### src/rtl/cfg_keyport_pkg.sv
package cfg_keyport_pkg;
  localparam int unsigned ADDR_W = 16;
  localparam int unsigned DATA_W = 8;
  localparam logic [ADDR_W-1:0] CFG_BASE = 16'h0108;
  localparam logic [DATA_W-1:0] KEY_OPEN = 8'hAA;
  localparam logic [DATA_W-1:0] KEY_SEAL = 8'h55;
  localparam logic [DATA_W-1:0] PNP_REG = 8'hC1;
  localparam int unsigned PNP_BIT = 7;

  typedef enum logic [1:0] {
    ACC_NONE,
    ACC_IDX,
    ACC_DAT
  } acc_e;
endpackage

### src/rtl/cfg_keyport_decode.sv
module cfg_keyport_decode
  import cfg_keyport_pkg::*;
#(
  parameter int unsigned AW = ADDR_W,
  parameter logic [AW-1:0] BASE = CFG_BASE
) (
  input  logic [AW-1:0] addr_i,
  output acc_e          acc_o
);
  localparam logic [AW-1:0] DAT_ADDR = BASE + AW'(1);

  always_comb begin
    if (addr_i == BASE) acc_o = ACC_IDX;
    else if (addr_i == DAT_ADDR) acc_o = ACC_DAT;
    else acc_o = ACC_NONE;
  end
endmodule

### src/rtl/cfg_keyport_ctl.sv
module cfg_keyport_ctl #(
  parameter int unsigned DW = 8,
  parameter logic [DW-1:0] KEY_OPEN = 8'hAA,
  parameter logic [DW-1:0] KEY_SEAL = 8'h55
) (
  input  logic          clk_i,
  input  logic          rst_ni,
  input  logic          idx_wr_i,
  input  logic [DW-1:0] wdata_i,
  output logic          locked_o,
  output logic [DW-1:0] idx_o
);
  logic          locked_q;
  logic [DW-1:0] idx_q;

  always_ff @(posedge clk_i or negedge rst_ni) begin
    if (!rst_ni) begin
      locked_q <= 1'b1;
      idx_q    <= '0;
    end else if (idx_wr_i) begin
      if (locked_q) begin
        if (wdata_i == KEY_OPEN) locked_q <= 1'b0;
      end else if (wdata_i == KEY_SEAL) begin
        locked_q <= 1'b1;
      end else begin
        idx_q <= wdata_i;
      end
    end
  end

  assign locked_o = locked_q;
  assign idx_o    = idx_q;
endmodule

### src/rtl/cfg_keyport_bank.sv
module cfg_keyport_bank #(
  parameter int unsigned DW = 8,
  parameter int unsigned DEPTH = 256,
  parameter int unsigned TAP_IDX = 193,
  parameter int unsigned TAP_BIT = 7,
  localparam int unsigned IW = $clog2(DEPTH)
) (
  input  logic          clk_i,
  input  logic          rst_ni,
  input  logic          we_i,
  input  logic [IW-1:0] idx_i,
  input  logic [DW-1:0] wdata_i,
  output logic [DW-1:0] rdata_o,
  output logic          tap_o
);
  logic [DW-1:0] mem_q [DEPTH];

  always_ff @(posedge clk_i or negedge rst_ni) begin
    if (!rst_ni) begin
      for (int i = 0; i < DEPTH; i++) mem_q[i] <= '0;
    end else if (we_i) begin
      mem_q[idx_i] <= wdata_i;
    end
  end

  assign rdata_o = mem_q[idx_i];
  assign tap_o   = mem_q[TAP_IDX][TAP_BIT];
endmodule

### src/rtl/cfg_keyport.sv
module cfg_keyport
  import cfg_keyport_pkg::*;
#(
  parameter int unsigned AW = ADDR_W,
  parameter int unsigned DW = DATA_W,
  parameter logic [AW-1:0] BASE = CFG_BASE,
  parameter logic [DW-1:0] OPEN_KEY = KEY_OPEN,
  parameter logic [DW-1:0] SEAL_KEY = KEY_SEAL,
  parameter logic [DW-1:0] EN_REG = PNP_REG,
  parameter int unsigned EN_BIT = PNP_BIT
) (
  input  logic          clk_i,
  input  logic          rst_ni,
  input  logic [AW-1:0] addr_i,
  input  logic [DW-1:0] wdata_i,
  input  logic          wr_i,
  input  logic          rd_i,
  output logic [DW-1:0] rdata_o,
  output logic          rvalid_o,
  output logic          pnp_en_o
);
  localparam int unsigned DEPTH = 2 ** DW;

  acc_e          acc;
  logic          lock_q;
  logic [DW-1:0] idx_q;
  logic [DW-1:0] bank_rd;
  logic          rvalid_q;
  logic [DW-1:0] rdata_q;

  cfg_keyport_decode #(.AW(AW), .BASE(BASE)) u_dec (
    .addr_i (addr_i),
    .acc_o  (acc)
  );

  cfg_keyport_ctl #(.DW(DW), .KEY_OPEN(OPEN_KEY), .KEY_SEAL(SEAL_KEY)) u_ctl (
    .clk_i    (clk_i),
    .rst_ni   (rst_ni),
    .idx_wr_i (wr_i && acc == ACC_IDX),
    .wdata_i  (wdata_i),
    .locked_o (lock_q),
    .idx_o    (idx_q)
  );

  cfg_keyport_bank #(
    .DW(DW), .DEPTH(DEPTH), .TAP_IDX(int'(EN_REG)), .TAP_BIT(EN_BIT)
  ) u_bank (
    .clk_i   (clk_i),
    .rst_ni  (rst_ni),
    .we_i    (wr_i && acc == ACC_DAT && !lock_q),
    .idx_i   (idx_q),
    .wdata_i (wdata_i),
    .rdata_o (bank_rd),
    .tap_o   (pnp_en_o)
  );

  // reads sample state before any same-cycle write
  always_ff @(posedge clk_i or negedge rst_ni) begin
    if (!rst_ni) begin
      rvalid_q <= 1'b0;
      rdata_q  <= '0;
    end else begin
      rvalid_q <= rd_i && acc != ACC_NONE;
      if (rd_i && acc != ACC_NONE) begin
        if (lock_q) rdata_q <= '1;
        else if (acc == ACC_IDX) rdata_q <= idx_q;
        else rdata_q <= bank_rd;
      end
    end
  end

  assign rvalid_o = rvalid_q;
  assign rdata_o  = rdata_q;
endmodule

### config.mk
export PLATFORM = sky130hd
export DESIGN_NAME = cfg_keyport
export DESIGN_NICKNAME = d
export VERILOG_FILES = /design/src/rtl/cfg_keyport_pkg.sv /design/src/rtl/cfg_keyport_decode.sv /design/src/rtl/cfg_keyport_ctl.sv /design/src/rtl/cfg_keyport_bank.sv /design/src/rtl/cfg_keyport.sv
export SDC_FILE = /design/constraint.sdc
export NUM_CORES = 2
export LEC_CHECK = 0
export ABC_AREA = 1
export ABC_CLOCK_PERIOD_IN_PS = 2800
export BUFFER_PORTS_ARGS = -buffer_cell sky130_fd_sc_hd__buf_2
export CELL_PAD_IN_SITES_DETAIL_PLACEMENT = 0
export CELL_PAD_IN_SITES_GLOBAL_PLACEMENT = 2
export CORE_UTILIZATION = 38
export DETAILED_ROUTE_END_ITERATION = 10
export PLACE_DENSITY_LB_ADDON = 0.05
export SYNTH_ARGS = -nofsm -noshare
export SYNTH_HDL_FRONTEND = slang
export SYNTH_SLANG_ARGS = --single-unit
### constraint.sdc
create_clock -name clk_i -period 2.8 [get_ports clk_i]
set_input_delay 0.56 -clock clk_i [delete_from_list [all_inputs] [get_ports clk_i]]
set_output_delay 0.56 -clock clk_i [all_outputs]
set_load 0.02 [all_outputs]
Word-level counts from Yosys, hierarchy flattened. Cells that the tools add are included.

Register bits: 2066. Output and inout bits: 10.

$lt $le $gt $ge: 2. Equal/unequal tests: 6. Muxes and demuxes: 13. Bitwise operators: 3. Reduce and logical (&&, ||, !) cells: 8.

Operators by type and width (count): $bwmux 2048 (1); $bmux 8 s8 (1); $demux 8 s8 (1); $mux 8 (5); $eq 16x9->1 const B (2); $ge 9x9->1 const B (1); $lt 9x1->1 const B (1); $not 8->9 (1); $eq 8x7->1 const B (1); $eq 8x8->1 const B (1); $logic_and 1x1->1 (5); $mux 2 (2); $mux 1 (3); $reduce_and 3->1 (1); $eq 2x1->1 const B (1); $eq 2x2->1 const B (1); $not 1->1 (2); $reduce_bool 2->1 (1); $logic_not 1->1 (1).

Depth between registers and ports, before layout.
Depth in word-level cells: 6. Mapped depth: 18.

By module. From an unflattened synthesis, not the netlist that was laid out.

Cells, all modules: 12542. Area, all modules: 95467.8 um2.

By module, submodules not included: cfg_keyport_bank (times used 1, cells an instance 12379, area an instance 94333.0 um2); cfg_keyport (times used 1, cells an instance 70, area an instance 524.3 um2); cfg_keyport_ctl (times used 1, cells an instance 60, area an instance 484.2 um2); cfg_keyport_decode (times used 1, cells an instance 33, area an instance 126.4 um2).

Worst setup path before layout. No wires, ideal clock.

Path kind: input -> register. Start: input addr_i[15]. End: register u_bank.mem_q[1981] (netlist name). Arrival: 2108 ps. Setup slack: 561 ps. Cell stages on the path: 10. Buffers on the path: 2. Cell sequence: nor2_1 > nand2_1 > nor3_4 > nand2_4 > buf_6 > nor3_4 > nand2_1 > clkbuf_1 > nand2_1 > o21ai_1.

Word-level cells in the longest chain between the ends: 6.

Ends and longest elaborated chain: start: declaration (RTL line cfg_keyport.sv:14) `input logic [AW-1:0] addr_i,`; $eq 16x9->1 (RTL line cfg_keyport_decode.sv:14) `else if (addr_i == DAT_ADDR) acc_o = ACC_DAT;`; $mux 2 (RTL line cfg_keyport_decode.sv:14); $mux 2 (*) (RTL line cfg_keyport_decode.sv:13) `if (addr_i == BASE) acc_o = ACC_IDX;`; $eq 2x2->1 (*) (RTL line cfg_keyport.sv:50) `.we_i (wr_i && acc == ACC_DAT && !lock_q),`; $logic_and 1x1->1 (*) (2 in series) (RTL line cfg_keyport.sv:50); end signal: indexed assignment (RTL line cfg_keyport_bank.sv:22) `mem_q[idx_i] <= wdata_i;`; end: declaration (RTL line cfg_keyport_bank.sv:16) `logic [DW-1:0] mem_q [DEPTH];`.

Every way passes the cells marked *; elsewhere a longest branch is shown, timed or not. A chain may end at the register's enable or synchronous reset.

Final worst setup path.
Start: register u_ctl.idx_q[0] (netlist: u_ctl.idx_o[0]). End: register rdata_q[3] (netlist: rdata_o[3]).

Word-level cells in the longest chain between the ends: 6.

Ends and longest elaborated chain: start: declaration (RTL line cfg_keyport_ctl.sv:14) `logic [DW-1:0] idx_q;`; start signal: assignment (RTL line cfg_keyport_ctl.sv:26) `idx_q <= wdata_i;`; $not 8->9 (implied by the code) (RTL line cfg_keyport_bank.sv:26) `assign rdata_o = mem_q[idx_i];`; $bmux 8 s8 (RTL line cfg_keyport_bank.sv:26); $mux 8 (implied by the code) (2 in series) (RTL line cfg_keyport_bank.sv:26); $mux 8 (RTL line cfg_keyport.sv:66) `else if (acc == ACC_IDX) rdata_q <= idx_q;`; $mux 8 (RTL line cfg_keyport.sv:65) `if (lock_q) rdata_q <= '1;`; end signal: assignment (RTL line cfg_keyport.sv:66); end signal: assignment (RTL line cfg_keyport.sv:67) `else rdata_q <= bank_rd;`; end: declaration (RTL line cfg_keyport.sv:29) `logic [DW-1:0] rdata_q;`.

No other way between the ends. The select of a mux whose other input is x is not followed.

==> metrics <==
DIE AREA 252,000 µm²; Slew HR 0.374; Crit Path Max Fanout 14; H-tree depth 4; # DRC 0; Wirelength per Cell 22.0 µm; clk root buf clkbuf_16; TritonRoute pass-1 iters 5; HPWL Detailed 226,000 µm; Synth Instances 12,500; # clock sinks 2,066; most frequent cell after synthesis nand2_1; clk buf depth 3; failing checks setup timing; layout overhead on the synthesized area 19.9%; dpl ws -0.558 ns; Synth Register Bits 2,066; CP required 3.61 ns; Via density 5.22; prevailing post-synth register cell dfrtp_1; Avg Cell Area, Syn 7.61 µm²; worst ir drop on vdd 583 µV; mapped cell area 95,100 µm²; Final Core Density 0.458; Syn Nets 12,500; Final Power 63.6 mW; Critical Path Slowest Stage Cell dfrtp_4; largest area contributor in the netlist dfrtp_1; startpoint types register; initial antenna violation count 8; io pins 38; crit path capture type register; slew of the pin with the lowest slew margin 0.936 ns; post-synthesis async set-or-reset flop share 1.00; leak pwr 55.7 nW; reg-to-reg slack, setup -0.17 ns; WP data arrival 3.78 ns; register area share after synthesis 0.544; Routed WL 356,000 µm; Critical Path Max Stage Delay 0.57 ns; Core Footprint 249,000 µm²; Placer Congestion 0.835; unrepaired setup endpoints after global routing true; Clk Latency, worst-skew pair 0.89 ns; first-pass GRT wire length 534,000 µm; FMAX 337 MHz; number of global-route vias before repair 81,800; min Tclk post-route 2.97 ns; DRT iter0 DRCs 8,157; final worst-path cycle share 1.06; share of the synthesized area in the top cell type 0.543; Port Buf Inserts 37; Slew Viols, Final 0; all-layer global routing usage 0.279; status finished, violations left; post-route ant nets 0; hold_ws 0.0871 ns; Worst-path clk slew 0.06 ns; total CTS buffers 235; fin nets 12,700; PD cells 558 nW/µm²; final worst slack -0.171 ns; die height 502 µm; GRT overflow 0; critical-path cell list buf_12 > nor2_4 > buf_12 > buf_6 > nand2_1 > nand3_1 > nand2_1 > nand2_1 > o21ai_2 > buf_4 > nand2_1 > nor2_4 > buf_4 > nor2_2 > nor2_1 > nand2_1 > nand2_1 > a21oi_1; Ys Warns 0; Hold/Removal Path Class input pin to register; chip width 502 µm; layout cells sized above 1 0.115; routed vias 84,700; CTS tree done; worst path bufs/invs 5; maxcap violations 0; kind of critical path register to register; largest net degree at the start of global routing 97; setup TNS -0.462 ns; clock skew 0.0328 ns; ranking of synthesized cells by area dfrtp_1 (54%), nand2_1 (25%), o21ai_0 (11%); Final setup viols 8; initial core utilization 0.382; Post-synth top cells nand2_1 (6,407), o21ai_0 (2,113), dfrtp_1 (2,065); floorplan row count 183; EDFF count, synth 0; Top delay family on crit path simple AND/OR/NAND/NOR gates; most used cell, CP nand2_1; Hold Fails Final Rpt 0; Unique masters post-synth 27
## per-layer routing
layer | up-vias | routed length, µm | global-route usage
met5 | - | 0 | 0
met4 | 0 | 10900 | 0.0846
met3 | 437 | 17300 | 0.0292
met2 | 2189 | 161000 | 0.439
met1 | 41600 | 167000 | 0.404
li1 | 40500 | - | -
## sequential cells by signal, summed over array words and instances, names as in the netlist
| name | cells |
|---|---|
| rdata_o | 8 |
| rvalid_o | 1 |
| u_bank.mem_q | 2047 |
| u_bank.tap_o | 1 |
| u_ctl.idx_o | 8 |
| u_ctl.locked_o | 1 |
## worst paths after layout
kind,startpoint,endpoint,cells past startpoint
hold reg to reg,u_bank.mem_q[485],u_bank.mem_q[485],2
setup reg to reg,u_ctl.idx_o[0],rdata_o[3],18
hold / removal,wdata_i[3],u_ctl.locked_o,4
min in group asynchronous,rst_ni,u_bank.mem_q[352],2
setup / recovery,u_ctl.idx_o[0],rdata_o[3],18
max in group asynchronous,rst_ni,u_bank.mem_q[417],3
## power by group
part / internal [mW] / total, mW / switching, mW
Combinational: 0.234 / 1.60 / 1.36
Sequential: 29.9 / 29.9 / 0.000228
Clock: 19.0 / 32.2 / 13.2
Total: 49.1 / 63.6 / 14.5
## worst reg2reg max path, stage by stage (launching register included)
cell and delay (ns):
dfrtp_4 0.57, buf_12 0.19, nor2_4 0.23, buf_12 0.21
buf_6 0.21, nand2_1 0.07, nand3_1 0.13, nand2_1 0.06
nand2_1 0.08, o21ai_2 0.07, buf_4 0.15, nand2_1 0.17
nor2_4 0.09, buf_4 0.15, nor2_2 0.19, nor2_1 0.10
nand2_1 0.07, nand2_1 0.05, a21oi_1 0.13
## cell usage in the layout, fill, tap and decap left out, types with 104 or more instances in the layout
cell       Yosys  final
clkbuf_16      0    247
nand2_2        0    104
o21ai_0     2113   2033
o21ai_1       72    135
nand4_1      129    129
dfrtp_1     2065   2063
nand3_1      564    562
nand2_1     6407   6300
buf_4          1    577
buf_12         0    196
## through the flow
stage,instance area (µm²),cells
3_3_place_gp,104000,15700
3_5_place_dp,104000,15700
4_1_cts,113000,16200
2_1_floorplan,95100,12500
6_report,114000,16200
5_1_grt,114000,16200
## repair_timing
item                                    in CTS  in global routing
gates cloned                                 3                 11
endpoints found under the setup margin     645                822
hold buffers                                 1                  0
setup buffers                                9                 21
endpoints found under the hold margin       27                  0
pin swaps                                    6                 16
gates resized for setup                     94                220
## layout make-up
| cell class | instances | area [µm²] |
|---|---|---|
| fill | 25300 | 135000 |
| sequential | 2066 | 51700 |
| multi-input combinational | 9464 | 40100 |
| timing repair buffer | 885 | 9630 |
| clock buffer | 367 | 7260 |
| tap | 3330 | 4170 |
| clock inverter | 69 | 841 |
| inverter | 36 | 236 |
| antenna | 8 | 20.0 |
## cell families after synthesis
group,count (synthesis),share of synthesized area
simple gates,7261,0.300
compound gates,2203,0.116
flops,2066,0.544
buf+inv,964,0.0403
No activity file was read; power rests on OpenSTA's default activity.
